File: config.mk
export PLATFORM = sky130hd
export DESIGN_NAME = path_ovh_inserter
export DESIGN_NICKNAME = d
export VERILOG_FILES = /design/src/rtl/path_ovh_pkg.sv /design/src/rtl/poi_pos_tracker.sv /design/src/rtl/poi_cfg_regs.sv /design/src/rtl/poi_byte_editor.sv /design/src/rtl/path_ovh_inserter.sv
export SDC_FILE = /design/constraint.sdc
export NUM_CORES = 1
export LEC_CHECK = 0
export BUFFER_PORTS_ARGS = -buffer_cell sky130_fd_sc_hd__buf_2
export CORE_UTILIZATION = 25
export DETAILED_ROUTE_END_ITERATION = 10
export SYNTH_ARGS = -nofsm -noshare
export SYNTH_HDL_FRONTEND = slang
export SYNTH_SLANG_ARGS = --single-unit
export TNS_END_PERCENT = 10
File: constraint.sdc
create_clock -name clk -period 6.05 [get_ports clk]
set_input_delay 0.3025 -clock clk [delete_from_list [all_inputs] [get_ports clk]]
set_output_delay 0.3025 -clock clk [all_outputs]
set_load 0.03 [all_outputs]
File: src/rtl/path_ovh_pkg.sv
// Package: shared constants and the per-byte action code for the inserter.
// Assumes standard STS-1 overhead geometry (three overhead columns per STS-1).
package path_ovh_pkg;

    localparam int TOH_COLS = 3;   // overhead columns per STS-1
    localparam int PTR_ROW  = 3;   // row of H1/H2/H3
    localparam int APS_ROW  = 4;   // row of K1/K2

    typedef enum logic [2:0] {
        ACT_PASS,
        ACT_ONES,
        ACT_ZERO,
        ACT_H1,
        ACT_H2,
        ACT_K1,
        ACT_K2
    } byte_act_e;

endpackage

File: src/rtl/poi_pos_tracker.sv
// Frame position tracker: gives row, per-STS column and STS index of the
// current input byte. The in_fs byte is position zero; a byte arrives every clock.
module poi_pos_tracker #(
    parameter int NUM_STS      = 12,
    parameter int ROWS         = 9,
    parameter int COLS_PER_STS = 90,
    localparam int ROW_W = $clog2(ROWS),
    localparam int COL_W = $clog2(COLS_PER_STS),
    localparam int STS_W = $clog2(NUM_STS)
) (
    input  logic             clk,
    input  logic             rst_n,
    input  logic             in_fs,
    output logic [ROW_W-1:0] cur_row,
    output logic [COL_W-1:0] cur_col,
    output logic [STS_W-1:0] cur_sts
);

    localparam logic [ROW_W-1:0] ROW_LAST = ROW_W'(ROWS - 1);
    localparam logic [COL_W-1:0] COL_LAST = COL_W'(COLS_PER_STS - 1);
    localparam logic [STS_W-1:0] STS_LAST = STS_W'(NUM_STS - 1);

    logic [ROW_W-1:0] cnt_row;
    logic [COL_W-1:0] cnt_col;
    logic [STS_W-1:0] cnt_sts;

    // Current position: restart at zero on the frame-start byte.
    always_comb begin
        cur_row = in_fs ? '0 : cnt_row;
        cur_col = in_fs ? '0 : cnt_col;
        cur_sts = in_fs ? '0 : cnt_sts;
    end

    // Advance to the next byte position: STS fastest, then column, then row.
    always_ff @(posedge clk) begin
        if (!rst_n) begin
            cnt_row <= '0;
            cnt_col <= '0;
            cnt_sts <= '0;
        end else if (cur_sts != STS_LAST) begin
            cnt_row <= cur_row;
            cnt_col <= cur_col;
            cnt_sts <= cur_sts + 1'b1;
        end else begin
            cnt_sts <= '0;
            if (cur_col != COL_LAST) begin
                cnt_col <= cur_col + 1'b1;
                cnt_row <= cur_row;
            end else begin
                cnt_col <= '0;
                cnt_row <= (cur_row == ROW_LAST) ? '0 : cur_row + 1'b1;
            end
        end
    end

endmodule

File: src/rtl/poi_cfg_regs.sv
// Configuration registers: per-STS shadow and active AIS/UNEQ enables and the
// channel K override. The shadow set is copied into the active set on in_fs.
// The enables seen by the frame-start byte are already the shadow values.
module poi_cfg_regs #(
    parameter int NUM_STS = 12,
    localparam int STS_W = $clog2(NUM_STS)
) (
    input  logic               clk,
    input  logic               rst_n,
    input  logic               in_fs,
    input  logic               cfg_wr,
    input  logic [STS_W-1:0]   cfg_sts,
    input  logic               cfg_ais,
    input  logic               cfg_uneq,
    input  logic               k_wr,
    input  logic               k_en_in,
    input  logic [7:0]         k1_in,
    input  logic [7:0]         k2_in,
    output logic [NUM_STS-1:0] eff_ais,
    output logic [NUM_STS-1:0] eff_uneq,
    output logic               k_en,
    output logic [7:0]         k1,
    output logic [7:0]         k2
);

    logic [NUM_STS-1:0] sh_ais, sh_uneq, act_ais, act_uneq;

    for (genvar g = 0; g < NUM_STS; g++) begin : g_sts
        // Shadow enables for one STS-1, loaded by a matching write.
        always_ff @(posedge clk) begin
            if (!rst_n) begin
                sh_ais[g]  <= 1'b0;
                sh_uneq[g] <= 1'b0;
            end else if (cfg_wr && (cfg_sts == STS_W'(g))) begin
                sh_ais[g]  <= cfg_ais;
                sh_uneq[g] <= cfg_uneq;
            end
        end

        // Active enables for one STS-1, refreshed at each frame start.
        always_ff @(posedge clk) begin
            if (!rst_n) begin
                act_ais[g]  <= 1'b0;
                act_uneq[g] <= 1'b0;
            end else if (in_fs) begin
                act_ais[g]  <= sh_ais[g];
                act_uneq[g] <= sh_uneq[g];
            end
        end
    end

    // Enables applying to the current byte.
    always_comb begin
        eff_ais  = in_fs ? sh_ais  : act_ais;
        eff_uneq = in_fs ? sh_uneq : act_uneq;
    end

    // Channel K override value, updated immediately on write.
    always_ff @(posedge clk) begin
        if (!rst_n) begin
            k_en <= 1'b0;
            k1   <= '0;
            k2   <= '0;
        end else if (k_wr) begin
            k_en <= k_en_in;
            k1   <= k1_in;
            k2   <= k2_in;
        end
    end

endmodule

File: src/rtl/poi_byte_editor.sv
// Byte editor: classifies the current byte by position and enables, then
// registers the replaced or passed byte with the aligned frame strobe.
// Assumes the position and enables describe the byte on in_data this cycle.
module poi_byte_editor
    import path_ovh_pkg::*;
#(
    parameter int          NUM_STS      = 12,
    parameter int          ROWS         = 9,
    parameter int          COLS_PER_STS = 90,
    parameter int          K_SLOT       = 3,
    parameter logic [7:0]  UNEQ_H1      = 8'h62,
    parameter logic [7:0]  UNEQ_H2      = 8'h0A,
    localparam int ROW_W = $clog2(ROWS),
    localparam int COL_W = $clog2(COLS_PER_STS),
    localparam int STS_W = $clog2(NUM_STS)
) (
    input  logic               clk,
    input  logic               rst_n,
    input  logic [7:0]         in_data,
    input  logic               in_fs,
    input  logic [ROW_W-1:0]   cur_row,
    input  logic [COL_W-1:0]   cur_col,
    input  logic [STS_W-1:0]   cur_sts,
    input  logic [NUM_STS-1:0] eff_ais,
    input  logic [NUM_STS-1:0] eff_uneq,
    input  logic               k_en,
    input  logic [7:0]         k1,
    input  logic [7:0]         k2,
    output logic [7:0]         out_data,
    output logic               out_fs
);

    byte_act_e act;
    logic      is_spe, is_ptr, is_kslot, ais_on, uneq_on;
    logic [7:0] nxt;

    // Decode the byte's role and the action to take.
    always_comb begin
        is_spe   = cur_col >= COL_W'(TOH_COLS);
        is_ptr   = (cur_row == ROW_W'(PTR_ROW)) && !is_spe;
        is_kslot = k_en && (cur_sts == STS_W'(K_SLOT)) && (cur_row == ROW_W'(APS_ROW));
        ais_on   = eff_ais[cur_sts];
        uneq_on  = eff_uneq[cur_sts];
        act      = ACT_PASS;
        if (is_kslot && cur_col == COL_W'(1)) begin
            act = ACT_K1;
        end else if (is_kslot && cur_col == COL_W'(2)) begin
            act = ACT_K2;
        end else if (ais_on && (is_spe || is_ptr)) begin
            act = ACT_ONES;
        end else if (uneq_on && is_spe) begin
            act = ACT_ZERO;
        end else if (uneq_on && is_ptr && cur_col == COL_W'(0)) begin
            act = ACT_H1;
        end else if (uneq_on && is_ptr && cur_col == COL_W'(1)) begin
            act = ACT_H2;
        end
    end

    // Select the outgoing byte for the chosen action.
    always_comb begin
        unique case (act)
            ACT_ONES: nxt = 8'hFF;
            ACT_ZERO: nxt = 8'h00;
            ACT_H1:   nxt = UNEQ_H1;
            ACT_H2:   nxt = UNEQ_H2;
            ACT_K1:   nxt = k1;
            ACT_K2:   nxt = k2;
            default:  nxt = in_data;
        endcase
    end

    // One-cycle output stage for data and frame strobe.
    always_ff @(posedge clk) begin
        if (!rst_n) begin
            out_data <= '0;
            out_fs   <= 1'b0;
        end else begin
            out_data <= nxt;
            out_fs   <= in_fs;
        end
    end

endmodule

File: src/rtl/path_ovh_inserter.sv
// Top: path AIS/UNEQ and K-byte inserter for one byte-interleaved channel.
// Assumes one byte per clock and an in_fs strobe on every frame's first byte.
module path_ovh_inserter #(
    parameter int          NUM_STS      = 12,
    parameter int          ROWS         = 9,
    parameter int          COLS_PER_STS = 90,
    parameter int          K_SLOT       = 3,
    parameter logic [7:0]  UNEQ_H1      = 8'h62,
    parameter logic [7:0]  UNEQ_H2      = 8'h0A,
    localparam int ROW_W = $clog2(ROWS),
    localparam int COL_W = $clog2(COLS_PER_STS),
    localparam int STS_W = $clog2(NUM_STS)
) (
    input  logic             clk,
    input  logic             rst_n,
    input  logic [7:0]       in_data,
    input  logic             in_fs,
    input  logic             cfg_wr,
    input  logic [STS_W-1:0] cfg_sts,
    input  logic             cfg_ais,
    input  logic             cfg_uneq,
    input  logic             k_wr,
    input  logic             k_en_in,
    input  logic [7:0]       k1_in,
    input  logic [7:0]       k2_in,
    output logic [7:0]       out_data,
    output logic             out_fs
);

    logic [ROW_W-1:0]   cur_row;
    logic [COL_W-1:0]   cur_col;
    logic [STS_W-1:0]   cur_sts;
    logic [NUM_STS-1:0] eff_ais, eff_uneq;
    logic               k_en;
    logic [7:0]         k1, k2;

    poi_pos_tracker #(
        .NUM_STS(NUM_STS), .ROWS(ROWS), .COLS_PER_STS(COLS_PER_STS)
    ) u_pos (
        .clk(clk), .rst_n(rst_n), .in_fs(in_fs),
        .cur_row(cur_row), .cur_col(cur_col), .cur_sts(cur_sts)
    );

    poi_cfg_regs #(
        .NUM_STS(NUM_STS)
    ) u_cfg (
        .clk(clk), .rst_n(rst_n), .in_fs(in_fs),
        .cfg_wr(cfg_wr), .cfg_sts(cfg_sts), .cfg_ais(cfg_ais), .cfg_uneq(cfg_uneq),
        .k_wr(k_wr), .k_en_in(k_en_in), .k1_in(k1_in), .k2_in(k2_in),
        .eff_ais(eff_ais), .eff_uneq(eff_uneq),
        .k_en(k_en), .k1(k1), .k2(k2)
    );

    poi_byte_editor #(
        .NUM_STS(NUM_STS), .ROWS(ROWS), .COLS_PER_STS(COLS_PER_STS),
        .K_SLOT(K_SLOT), .UNEQ_H1(UNEQ_H1), .UNEQ_H2(UNEQ_H2)
    ) u_edit (
        .clk(clk), .rst_n(rst_n), .in_data(in_data), .in_fs(in_fs),
        .cur_row(cur_row), .cur_col(cur_col), .cur_sts(cur_sts),
        .eff_ais(eff_ais), .eff_uneq(eff_uneq),
        .k_en(k_en), .k1(k1), .k2(k2),
        .out_data(out_data), .out_fs(out_fs)
    );

endmodule

======== After elaboration in Yosys (flattened, before gate mapping) ========
Index checks and enable logic that the tools add are counted.
word-level totals
  bits in registers ....................... 89
  latch bits .............................. 0
  RAM bits ................................ 0
  bits in read-only memories .............. 0
  input bits .............................. 36
  output and inout bits ................... 9
  word-level logic and storage cells ...... 134
  memories ................................ 0
operators by class
  $add $sub $neg .......................... 3
  $mul .................................... 0
  div/mod/pow operators ................... 0
  $lt $le $gt $ge ......................... 2
  equal/unequal tests ..................... 25
  shifts and indexed selects .............. 0
  multiplexer cells ....................... 21
  bitwise logic cells ..................... 0
  reductions and logical operators ........ 27
operators with widths
  cell                                                               number
  case mux 8 bit (6 select lines)                                    1
  two-way mux 12 bit                                                 2
  logical AND 1 bit                                                  22
  two-way mux 7 bit                                                  3
  == test 4 x 3 -> 1 bit, second input constant                      5
  == test 4 bit, second input constant                               5
  two-way mux 4 bit                                                  5
  two-way mux 3 bit                                                  6
  == test 4 x 2 -> 1 bit, second input constant                      4
  == test 3 bit, second input constant                               3
  adder 4 x 1 -> 4 bit, second input constant                        2
  binary-select mux 1 bit (select 4 bit)                             2
  adder 7 x 1 -> 7 bit, second input constant                        1
  == test 7 x 1 -> 1 bit, second input constant                      1
  == test 7 x 2 -> 1 bit, second input constant                      1
  greater-or-equal comparator 7 x 2 -> 1 bit, second input constant  1
  logical NOT 7 bit                                                  1
  inequality test 7 bit, second input constant                       1
  == test 3 x 2 -> 1 bit, second input constant                      2
  < comparator 4 x 5 -> 1 bit, second input constant                 1
  == test 4 x 1 -> 1 bit, second input constant                      1
  logical NOT 4 bit                                                  1
  inequality test 4 bit, second input constant                       1
  == test 3 x 1 -> 1 bit, second input constant                      1
  4 further kinds                                                    5

======== Logic depth before layout (Yosys ltp) ========
Gate-level depths: netlist (run 1).
  depth after elaboration ................. 14
  gate-level depth with buffers ........... 12
  depth with buffers taken out ............ 9

======== Modules after synthesis ========
From an unflattened synthesis (run 1), not the netlist that was laid out.
unflattened totals
  cells, all modules ...................... 423
  area total of the unflattened synthesis .. 4287.9 µm²
by module, submodules not included
  module           times used  cells each  area an instance (µm²)  sequential area each (µm²)
  poi_cfg_regs     1           230         2618.8                  1301.2
  poi_byte_editor  1           101         845.8                   180.2
  poi_pos_tracker  1           92          823.3                   300.3

======== Worst setup path before layout (run 1) ========
OpenSTA, ideal clock, no wires.
  kind .................................... input -> register
  start point ............................. input port in_fs
  end point ............................... register u_edit.out_data[1]
  data arrival time ....................... 2800 ps
  data required time ...................... 5991 ps
  path slack .............................. 3191 ps
  stages .................................. 11
  buffers on the path ..................... 3
  cell sequence ........................... buf_4 clkbuf_1 clkbuf_1 nor2b_1 ha_1 or4bb_1 nor4_4 nand2_2 and4b_4 a222oi_1 o211a_1
on the way
  word-level cells in the longest chain between the ends .. 14
RTL lines
  item                                        RTL line                                      text
  start, declared                             path_ovh_inserter.sv:17                       input logic in_fs,
  two-way mux 7 bit                           poi_pos_tracker.sv:30                         cur_col = in_fs ? '0 : cnt_col;
  greater-or-equal comparator 7 x 2 -> 1 bit  poi_byte_editor.sv:39                         is_spe = cur_col >= COL_W'(TOH_COLS);
  logical NOT 1 bit                           poi_byte_editor.sv:40                         is_ptr = (cur_row == ROW_W'(PTR_ROW)) && !is_spe;
  logical AND 1 bit                           poi_byte_editor.sv:40
  logical AND 1 bit                           poi_byte_editor.sv:53, poi_byte_editor.sv:55
  logical AND 1 bit                           poi_byte_editor.sv:55                         end else if (uneq_on && is_ptr && cur_col == COL_W'(1)) begin
  two-way mux 3 bit                           poi_byte_editor.sv:55
  two-way mux 3 bit                           poi_byte_editor.sv:53                         end else if (uneq_on && is_ptr && cur_col == COL_W'(0)) begin
  two-way mux 3 bit                           poi_byte_editor.sv:51                         end else if (uneq_on && is_spe) begin
  two-way mux 3 bit                           poi_byte_editor.sv:49                         end else if (ais_on && (is_spe || is_ptr)) begin
  two-way mux 3 bit                           poi_byte_editor.sv:47                         end else if (is_kslot && cur_col == COL_W'(2)) begin
  two-way mux 3 bit (*)                       poi_byte_editor.sv:45                         if (is_kslot && cur_col == COL_W'(1)) begin
  == test 3 bit (tied with other cells)       poi_byte_editor.sv:62                         unique case (act)
  case mux 8 bit (6 select lines) (*)         poi_byte_editor.sv:62
  end signal, assigned                        poi_byte_editor.sv:79                         out_data <= nxt;
  end, declared                               poi_byte_editor.sv:29                         output logic [7:0] out_data,
Every way passes the cells marked *; elsewhere a longest branch is shown, timed or not. The select of a mux whose other input is x is not followed.
A chain may end at the register's enable or synchronous reset.

======== Worst setup path after layout (run 1) ========
  start point ............................. input port in_fs
  end point ............................... register u_edit.out_data[4]
The elaborated chain is that of the path after synthesis.

==> reports/results.tsv, run 1 <==
metric	value	unit
WL/cell	13.2	µm
Syn Area/Cell	9.70	µm²
slew margin rel.	22.6	%
register area share after synthesis	42.9	%
htree depth	3	
RR Startpoint	u_pos.cnt_sts[0]	
CP Data Arrival Time	3.31	ns
worst-case reg-to-reg path depth	8	
CP max FO	51	
non-filler cells, final	680	
RePlAce Congestion	0.803	
largest net degree at the start of global routing	83	
placed inst area	4530	µm²
Num CTS Buffers	9	
CP startpoint kind	input pin	
total detailed-routing wirelength	8950	µm
Die Span Y	131	µm
Seq cells post-synth	89	
design area	4890	µm²
Num Clock Sinks	89	
maximum VDD drop	0.134	mV
worst path required time	6.27	ns
# setup viols final	0	
Post-CTS Hold Fix Bufs	0	
setup_tns	0	ns
Die Wd	131	µm
TritonRoute pass-1 iters	5	
Die Footprint	17100	µm²
clock slew at reported path FFs	0.06	ns
r2r endpoint	u_edit.out_data[3]	
Worst Slack Setup Final	2.97	ns
stages on the worst setup path	8	
Setup crit end kind	flop	
Rows	46	
placed insts	664	
Hold Slack	0.228	ns
Net Count, Synth	471	
DR iter-0 viols	161	
Yosys cell types	49	
Top FF cell, synth	dfxtp_1	
Worst Setup EP	u_edit.out_data[4]	
total track usage	10.9	%
Leak	1.92	nW
highest clock rate	0.324	GHz
Synth Cell Area	4150	µm²
Residual DRC	0	
CTS Root Cell	clkbuf_16	
DPL Wire Length	6320	µm
insertion delay to the later sink of the worst-skew pair	0.33	ns
critical path buffer and inverter count	1	
layout cells sized above 1	17.2	%
initial antenna violation count	0	
Max Transition Viols Final	0	
CTS max path bufs	2	
asr flop ratio synth	0	%
Core Region	16100	µm²
worst slew pin tran	1.16	ns
Post-CTS Setup Repair Bufs	0	
antenna viol nets, final	0	
vias in the first global route	2935	
initial core utilization	25.9	%
Layout Area Growth over Synthesis	17.7	%
unrepaired setup endpoints after global routing	false	
Max-Cap Viols	0	
IO Port Bufs	44	
number of synthesized flops with an enable pin	0	
crit-path max cell delay	0.85	ns
Hold Vio Cnt, Final	0	
Min Clock Period, post-route	3.08	ns
Post-Synthesis Cells	428	
final global-route overflow total	0	
Via Count	3085	
crit path max-delay cell type	buf_2	
diodes inserted	0	
Final #Nets	502	
Clock Skew	0.00586	ns
CP startpoint	in_fs	
I/O pin cnt	45	
kind of critical path	input pin to flop	
hold crit path type	input pin to flop	
DR vias/cell	4.54	
status	finished clean	
crit-path cells	buf_2 > nor2b_1 > ha_1 > a21oi_1 > o21ai_0 > o21ai_2 > nand4_1 > o221a_2	
Power Dens Cells	275	nW/µm²
CTS resizes	0	
FF-to-FF setup slack	3.07	ns
TritonCTS clock tree	built	
global-route wire length before repair	14800	µm
pre-CTS setup slack	2.64	ns
period utilization	51.0	%
Yosys warnings	0	
Top delay family on crit path	compound AO/OA/AOI/OAI gates	
[layout make-up]
| class | instances | area [µm²] |
|---|---|---|
| clock buffer | 10 | 239 |
| clock inverter | 6 | 114 |
| fill | 1676 | 11200 |
| inverter | 12 | 45.0 |
| multi-input combinational | 302 | 2210 |
| sequential | 89 | 1780 |
| tap | 216 | 270 |
| timing repair buffer | 45 | 228 |
[sequential cells by signal, summed over array words and instances, names as in the netlist, 7 cells and up]
| register | cells |
|---|---|
| u_cfg.act_ais | 12 |
| u_cfg.act_uneq | 12 |
| u_cfg.k1 | 8 |
| u_cfg.k2 | 8 |
| u_cfg.sh_ais | 12 |
| u_cfg.sh_uneq | 12 |
| u_edit.out_data | 8 |
| u_pos.cnt_col | 7 |
[worst min-delay path by stage]
stage,start,to,cells after the start
after CTS,k1_in[2],u_cfg.k1[2],3
after global routing,in_data[1],u_edit.out_data[1],2
after detailed placement,u_cfg.sh_uneq[0],u_cfg.sh_uneq[0],2
after floorplan,u_cfg.sh_ais[0],u_cfg.sh_ais[0],2
final,k1_in[1],u_cfg.k1[1],3
after global placement,u_cfg.sh_ais[11],u_cfg.sh_ais[11],2
[worst min-delay path: stages]
cell and delay, ns:
buf_2 0.07, mux2i_1 0.05, nor2b_1 0.09
[cells in the mapped netlist, drive strengths merged, types with 2 or more instances]
cell | count | area share, %
o21ai | 21 | 2.6
a22oi | 5 | 0.90
nand3 | 7 | 0.84
nor3 | 7 | 0.84
inv | 12 | 1.1
nor2b | 61 | 9.2
and3 | 2 | 0.30
nor3b | 2 | 0.36
nand2b | 10 | 1.5
o31ai | 2 | 0.36
nand3b | 3 | 0.54
a21oi | 6 | 0.72
mux2i | 55 | 13
o221a | 6 | 1.6
dfxtp | 89 | 43
a222oi | 2 | 0.48
nand4 | 3 | 0.45
o211a | 2 | 0.48
mux4 | 5 | 2.7
ha | 7 | 2.1
or3 | 2 | 0.30
buf | 8 | 1.3
o21a | 3 | 0.54
nor2 | 18 | 1.6
xnor2 | 6 | 1.3
or4bb | 2 | 0.54
a22o | 2 | 0.42
a21boi | 14 | 2.5
and2 | 4 | 0.63
nand2 | 33 | 3.0
clkbuf | 17 | 1.5
[cell families (layout without fill, tap and decap cells)]
kind of cell / count (synthesis) / count (layout) / synth area share [%]
muxes: 60 / 60 / 16.0
buffers and inverters: 37 / 73 / 3.92
AOI/OAI and AO/OA: 69 / 69 / 11.9
xor gates and xnor gates: 7 / 7 / 1.48
adders and majority gates: 7 / 7 / 2.11
and+or+nand+nor: 159 / 159 / 21.8
DFF: 89 / 89 / 42.9
[cell usage in the layout (no fill, tap or decap), drive strengths merged, types with 4 or more instances in the layout]
| cell | Yosys | layout |
|---|---|---|
| xnor2 | 6 | 6 |
| inv | 12 | 13 |
| o221a | 6 | 6 |
| a21oi | 6 | 6 |
| and2 | 4 | 4 |
| nor3 | 7 | 7 |
| buf | 8 | 45 |
| nand2 | 33 | 33 |
| nor2b | 61 | 61 |
| mux4 | 5 | 5 |
| nor2 | 18 | 18 |
| nand3 | 7 | 7 |
| a21boi | 14 | 14 |
| dfxtp | 89 | 89 |
| ha | 7 | 7 |
| clkbuf | 17 | 10 |
| o21ai | 21 | 21 |
| mux2i | 55 | 55 |
| nand2b | 10 | 10 |
| a22oi | 5 | 5 |
[stage by stage]
step | total power [W] | util, %
global placement | 0.000708 | 28.2
CTS | 0.00136 | 30.4
floorplan | 0.000681 | -
detailed placement | 0.000710 | 28.2
global route | 0.00140 | 30.4
finish | 0.00134 | 30.4
[report_power, final]
| group | internal (W) | switching (W) |
|---|---|---|
| Sequential | 0.000600 | 0.0000106 |
| Clock | 0.000416 | 0.000231 |
| Combinational | 0.0000398 | 0.0000462 |
[routing by layer]
layer | global-route usage, % | vias to the layer above | wire length [µm]
met3 | 2.73 | 11 | 334
met2 | 17.1 | 63 | 4020
met5 | 0 | - | 0
met1 | 14.9 | 1457 | 4520
met4 | 2.91 | 0 | 85
li1 | - | 1554 | -
Note: power is estimated with default switching activity, not from simulation.
==> run 2: changes to the inputs <==
--- a/config.mk
+++ b/config.mk
@@ -5,6 +5,7 @@
 export SDC_FILE = /design/constraint.sdc
 export NUM_CORES = 1
 export LEC_CHECK = 0
+export ABC_AREA = 1
 export BUFFER_PORTS_ARGS = -buffer_cell sky130_fd_sc_hd__buf_2
 export CORE_UTILIZATION = 25
 export DETAILED_ROUTE_END_ITERATION = 10
==> constraint.sdc (replaced) <==
create_clock -name clk -period 3.1 [get_ports clk]
set_input_delay 0.155 -clock clk [delete_from_list [all_inputs] [get_ports clk]]
set_output_delay 0.155 -clock clk [all_outputs]
set_load 0.03 [all_outputs]
==> run 2 against run 1 <==
Sequential power grew 98%. Clock-buffer cell count grew 2. Final area grew 4.3%. Largest power group is now sequential cells.
==> reports/results.tsv, run 2 <==
metric	value	unit	change
cell repeated most along the worst path	nor2_1		
worst-case reg-to-reg path depth	14		+6
hold worst-path end	u_cfg.k2[5]		
DPL Wire Length	7100	µm	+12%
setup_tns	0	ns	unchanged
Num CTS Buffers	9		unchanged
Min Clock Period, post-route	2.38	ns	
RR Startpoint	u_pos.cnt_sts[0]		
Final #Nets	703		+40%
TritonCTS clock tree	built		
asr flop ratio synth	0	%	unchanged
DR iter-0 viols	165		+2.5%
Synth top area share	40.4	%	-2.5 points
crit-path max cell delay	0.54	ns	-0.31 ns
M3 GR Usage	2.93	%	+0.20 points
grt met2 use	18.6	%	+1.5 points
placed inst area	4760	µm²	+5.1%
vias in the first global route	3573		+22%
hold depth	3		unchanged
I/O pin cnt	45		unchanged
Die Span Y	135	µm	+3.0%
leading area contributor after synthesis	dfxtp_1		
worst slew pin tran	0.698	ns	-0.463 ns
Die Wd	135	µm	+3.0%
layout cells sized above 1	16.2	%	-1.0 points
initial antenna violation count	0		unchanged
Leak	2.31	nW	+20%
crit-path cells	nand2_4 > inv_1 > ha_1 > nand2_2 > nor2_2 > nand3_2 > nor2_2 > nor2_1 > nand2_2 > inv_2 > nand2_4 > nand2_1 > nor2_1 > nor2_1		
Via Count	3756		+22%
hold crit path type	input pin to flop		
Die Footprint	18200	µm²	+6.1%
maximum VDD drop	0.246	mV	+84%
Finished Core Util	29.6	%	-0.88 points
clock slew at reported path FFs	0.07	ns	about the same
Post-Synthesis Cells	627		+46%
WL/cell	10.9	µm	-18%
Max Transition Viols Final	0		unchanged
top cells by count, synth	125 x nor2_1, 92 x nand2_1, 89 x dfxtp_1		
CP startpoint kind	flop		
Top delay family on crit path	simple AND/OR/NAND/NOR gates		
antenna viol nets, final	0		unchanged
min-delay src	k2_in[5]		
initial core utilization	25.6	%	-0.27 points
met1 GRT Util	14.1	%	-0.77 points
number of synthesized flops with an enable pin	0		unchanged
RePlAce Congestion	0.796		-0.87%
Top FF cell, synth	dfxtp_1		
IO Port Bufs	44		unchanged
design area	5090	µm²	+4.3%
Layout Area Growth over Synthesis	15.5	%	
# setup viols final	0		unchanged
total detailed-routing wirelength	9660	µm	+7.9%
r2r endpoint	u_edit.out_data[7]		
CTS resizes	0		unchanged
synth top area cells	dfxtp_1 40%, nor2_1 11%, nand2_1 7.8%, inv_1 7.4%, o21ai_0 6.4%		
Power Dens Cells	514	nW/µm²	+87%
worst path required time	3.34	ns	-2.93 ns
DR vias/cell	4.22		-7.0%
Most Crowded Layer GR	met2		
total track usage	11.4	%	+0.51 points
Synth Cell Area	4410	µm²	+6.2%
status	finished clean		
Hold Vio Cnt, Final	0		unchanged
CP max FO	17		-67%
Num Clock Sinks	89		unchanged
multi-input combinational cell area	2100	µm²	-4.8%
FF-to-FF setup slack	0.72	ns	-2.35 ns
Seq cells post-synth	89		unchanged
commonest non-fill, non-tap cell in the layout	nor2_1		
unrepaired setup endpoints after global routing	false		
Rows	48		+4.3%
Reg area	1780	µm²	unchanged
critical path buffer and inverter count	2		+1
htree depth	3		unchanged
diodes inserted	0		unchanged
final global-route overflow total	0		unchanged
slew margin rel.	53.5	%	+31 points
Max-Cap Viols	0		unchanged
Net Count, Synth	670		+42%
Post-CTS Setup Repair Bufs	0		unchanged
global-route wire length before repair	16400	µm	+11%
Clock Skew	0.00651	ns	+0.000645 ns
Syn Area/Cell	7.03	µm²	-28%
crit path max-delay cell type	dfxtp_1		
period utilization	76.7	%	
CTS max path bufs	2		unchanged
insertion delay to the later sink of the worst-skew pair	0.35	ns	+0.02 ns
Yosys warnings	0		unchanged
TritonRoute pass-1 iters	4		-1
most frequent cells in the layout	125 x nor2_1, 92 x nand2_1, 89 x dfxtp_1		
highest clock rate	0.420	GHz	
Yosys cell types	40		-18%
CP Data Arrival Time	2.62	ns	-0.69 ns
most common cell in the netlist	nor2_1		
Residual DRC	0		unchanged
Post-CTS Hold Fix Bufs	0		unchanged
Setup crit end kind	flop		
CTS Root Cell	clkbuf_16		
largest net degree at the start of global routing	37		-55%
Core Region	17200	µm²	+7.3%
kind of critical path	flop to flop		
register area share after synthesis	40.4	%	-2.5 points
fillcell total	1884		+12%
[run 2: cell families (layout without fill, tap and decap cells)]
family	count (synthesis)	count (layout)	share of synthesized area, %
compound gates	111	111	13.3
fa+ha+maj	7	7	1.99
buf+inv	118	156	11.9
flops	89	89	40.4
simple gates	302	302	32.4
[run 2: worst max-delay path by stage]
| stage | start | end | slack (ns) | depth (start not counted) |
|---|---|---|---|---|
| 3_5_place_dp | in_fs | u_edit.out_data[2] | 0.47 | 16 |
| 3_3_place_gp | in_fs | u_edit.out_data[7] | 0.54 | 16 |
| 2_1_floorplan | in_fs | u_edit.out_data[1] | 1.07 | 17 |
| 5_1_grt | u_pos.cnt_sts[0] | u_edit.out_data[4] | 0.48 | 14 |
| 4_1_cts | u_pos.cnt_sts[0] | u_edit.out_data[4] | 0.73 | 14 |
| 6_report | u_pos.cnt_sts[0] | u_edit.out_data[7] | 0.72 | 14 |
[run 2: cell type report]
cell class	count	area share [%]
clock buffer	12	5.04
inverter	95	7.25
clock inverter	4	1.45
timing repair buffer	45	4.47
multi-input combinational	420	41.3
sequential	89	35.0
tap	225	5.53
[run 2: where the power goes]
group	total [W]	switching [W]	internal, W	leakage (nW)
clock network	0.00121	0.000454	0.000752	0.163
registers	0.00121	0.0000183	0.00119	0.729
logic	0.000207	0.000139	0.0000677	1.41
[run 2: worst register-to-register path, cell delays in order, from the launching register on]
cell	delay, ns
dfxtp_1	0.54
nand2_4	0.19
inv_1	0.13
ha_1	0.20
nand2_2	0.07
nor2_2	0.11
nand3_2	0.09
nor2_2	0.21
nor2_1	0.09
nand2_2	0.20
inv_2	0.11
nand2_4	0.13
nand2_1	0.06
nor2_1	0.09
nor2_1	0.05
[run 2: stage by stage]
step	setup WS, ns	power [W]	hold WS, ns	cells
2_1_floorplan	1.07	0.00138	0.290	627
3_3_place_gp	0.543	0.00144	0.390	874
3_5_place_dp	0.475	0.00144	0.398	874
4_1_cts	0.726	0.00266	0.0377	890
5_1_grt	0.477	0.00272	0.0566	890
6_report	0.721	0.00262	0.0475	890
[run 2: per-layer routing]
layer,share of wire [%],routed length (µm)
met1,50,4800
met2,44,4270
met3,4.6,449
met4,1.4,138
met5,0,0
==> run 3: changes to the inputs <==
==> constraint.sdc (replaced) <==
create_clock -name clk -period 2.3 [get_ports clk]
set_input_delay 0.115 -clock clk [delete_from_list [all_inputs] [get_ports clk]]
set_output_delay 0.115 -clock clk [all_outputs]
set_load 0.03 [all_outputs]
==> run 3 against run 2 <==
Sequential power grew 34%. Clock-buffer cell count grew 1. First-iteration DRC count grew 4.2%. Combinational power grew 43%. Global-route usage grew 0.24 points. Final cell count grew 1.2%. Clock power grew 14%. Via count grew 2.8%. Critical endpoint is now u_edit.out_data[1]. Final area grew 0.69%.
==> reports/results.tsv, run 3 (synthesis results as in run 2) <==
metric	value	unit	change
status	finished clean		
initial core utilization	25.6	%	unchanged
CP max FO	7		-10
Setup crit end kind	flop		
Power Dens Cells	642	nW/µm²	+25%
Die Span Y	135	µm	unchanged
Top delay family on crit path	simple AND/OR/NAND/NOR gates		
placed inst area	4840	µm²	+1.6%
unrepaired setup endpoints after global routing	false		
maximum VDD drop	0.366	mV	+49%
Die Wd	135	µm	unchanged
hold crit path type	input pin to flop		
Num CTS Buffers	9		unchanged
worst-case reg-to-reg path depth	14		unchanged
I/O pin cnt	45		unchanged
TritonCTS clock tree	built		
vias in the first global route	3541		-0.90%
worst path required time	2.54	ns	-0.80 ns
total detailed-routing wirelength	9990	µm	+3.4%
r2r endpoint	u_edit.out_data[1]		
most frequent cells in the layout	125 x nor2_1, 92 x nand2_1, 89 x dfxtp_1		
Die Footprint	18200	µm²	unchanged
period utilization	87.5	%	+11 points
initial antenna violation count	0		unchanged
Core Region	17200	µm²	unchanged
cell repeated most along the worst path	nand2_1		
Max Transition Viols Final	0		unchanged
layout cells sized above 1	17.3	%	+1.1 points
CTS Root Cell	clkbuf_16		
critical path buffer and inverter count	2		unchanged
setup_tns	0	ns	unchanged
commonest non-fill, non-tap cell in the layout	nor2_1		
insertion delay to the later sink of the worst-skew pair	0.34	ns	about the same
CP Data Arrival Time	2.25	ns	-0.37 ns
htree depth	3		unchanged
Clock Skew	0.00746	ns	+0.000954 ns
DR iter-0 viols	172		+4.2%
largest net degree at the start of global routing	37		unchanged
CP startpoint kind	flop		
kind of critical path	flop to flop		
hold worst-path end	u_cfg.k2[6]		
crit-path cells	nand2_1 > inv_1 > ha_1 > nand3_4 > nor3_4 > nand4_2 > nand2_1 > nand2_2 > nand2_4 > inv_2 > o21ai_2 > nand2_1 > nor2_1 > nor2_1		
Hold Slack	0.00912	ns	-0.0384 ns
Rows	48		unchanged
final global-route overflow total	0		unchanged
crit path max-delay cell type	dfxtp_1		
RR Startpoint	u_pos.cnt_row[0]		
diodes inserted	0		unchanged
global-route wire length before repair	16700	µm	+1.7%
Layout Area Growth over Synthesis	16.3	%	
Leak	2.34	nW	+1.3%
Final #Nets	714		+1.6%
total track usage	11.7	%	+0.24 points
highest clock rate	0.497	GHz	+18%
IO Port Bufs	44		unchanged
FF-to-FF setup slack	0.29	ns	-0.43 ns
DPL Wire Length	7350	µm	+3.5%
WL/cell	11.1	µm	+2.1%
TritonRoute pass-1 iters	5		+1
Worst Slack Setup Final	0.288	ns	-0.433 ns
Hold Vio Cnt, Final	0		unchanged
min-delay src	k2_in[6]		
crit-path max cell delay	0.31	ns	-0.23 ns
Post-CTS Setup Repair Bufs	0		unchanged
Min Clock Period, post-route	2.01	ns	-0.367 ns
clock slew at reported path FFs	0.06	ns	about the same
# setup viols final	0		unchanged
slew margin rel.	60.0	%	+6.5 points
Max-Cap Viols	0		unchanged
Via Count	3862		+2.8%
RePlAce Congestion	0.763		-4.1%
Num Clock Sinks	89		unchanged
Residual DRC	0		unchanged
pre-CTS setup slack	0.0978	ns	-0.377 ns
DR vias/cell	4.29		+1.6%
hold depth	3		unchanged
design area	5130	µm²	+0.69%
worst slew pin tran	0.597	ns	-0.101 ns
CTS max path bufs	2		unchanged
antenna viol nets, final	0		unchanged
==> run 3: worst max-delay path by stage <==
stage	end	cells past startpoint	slack [ns]	from
floorplan	u_edit.out_data[1]	17	0.31	in_fs
global placement	u_edit.out_data[7]	16	0.10	in_fs
detailed placement	u_edit.out_data[4]	16	0.1	in_fs
CTS	u_edit.out_data[7]	14	0.21	u_pos.cnt_sts[0]
global route	u_edit.out_data[4]	14	0.04	u_pos.cnt_sts[0]
finish	u_edit.out_data[1]	14	0.29	u_pos.cnt_row[0]
==> run 3: final cells by class <==
| cell class | instances | area, µm² |
|---|---|---|
| fillers | 1865 | 12100 |
| repair buffers | 56 | 313 |
| flip-flops and latches | 89 | 1780 |
| clock buffers | 13 | 260 |
| inverters | 95 | 369 |
| well taps | 225 | 282 |
| clock inverters | 3 | 15.0 |
| multi-input cells | 420 | 2110 |
==> run 3: layer usage <==
metal | global-route usage, % | wire length, µm | vias to the layer above
li1 | - | - | 2058
met1 | 14.8 | 4900 | 1713
met2 | 19.1 | 4500 | 79
met3 | 3.19 | 460 | 12
met4 | 3.75 | 130 | 0
met5 | 0 | 0 | -
==> run 3: where the power goes <==
part | total, W | switching [W] | internal, W
Sequential | 0.00162 | 0.0000223 | 0.00160
Combinational | 0.000296 | 0.000194 | 0.000102
Clock | 0.00138 | 0.000590 | 0.000787
Total | 0.00329 | 0.000806 | 0.00249
==> run 3: tightest hold or removal path: cells and delay by family <==
kind,cells,cell delay (ns)
AND/OR/NAND/NOR,2,0.12
buffers and inverters,1,0.08
==> run 3: per-stage QoR <==
stage | util (%) | total power [W] | cells
after detailed placement | 28.1 | 0.00195 | 884
final | 29.8 | 0.00329 | 901
after CTS | 29.7 | 0.00334 | 901
after global placement | 28.1 | 0.00195 | 884
after global routing | 29.8 | 0.00345 | 901
after floorplan | - | 0.00186 | 627
==> run 3: timing repair <==
| action | CTS | global route |
|---|---|---|
| setup endpoints to repair | 0 | 5 |
| endpoints found under the hold margin | 1 | 0 |
| resized for setup | 0 | 1 |
| hold buffers | 1 | 0 |
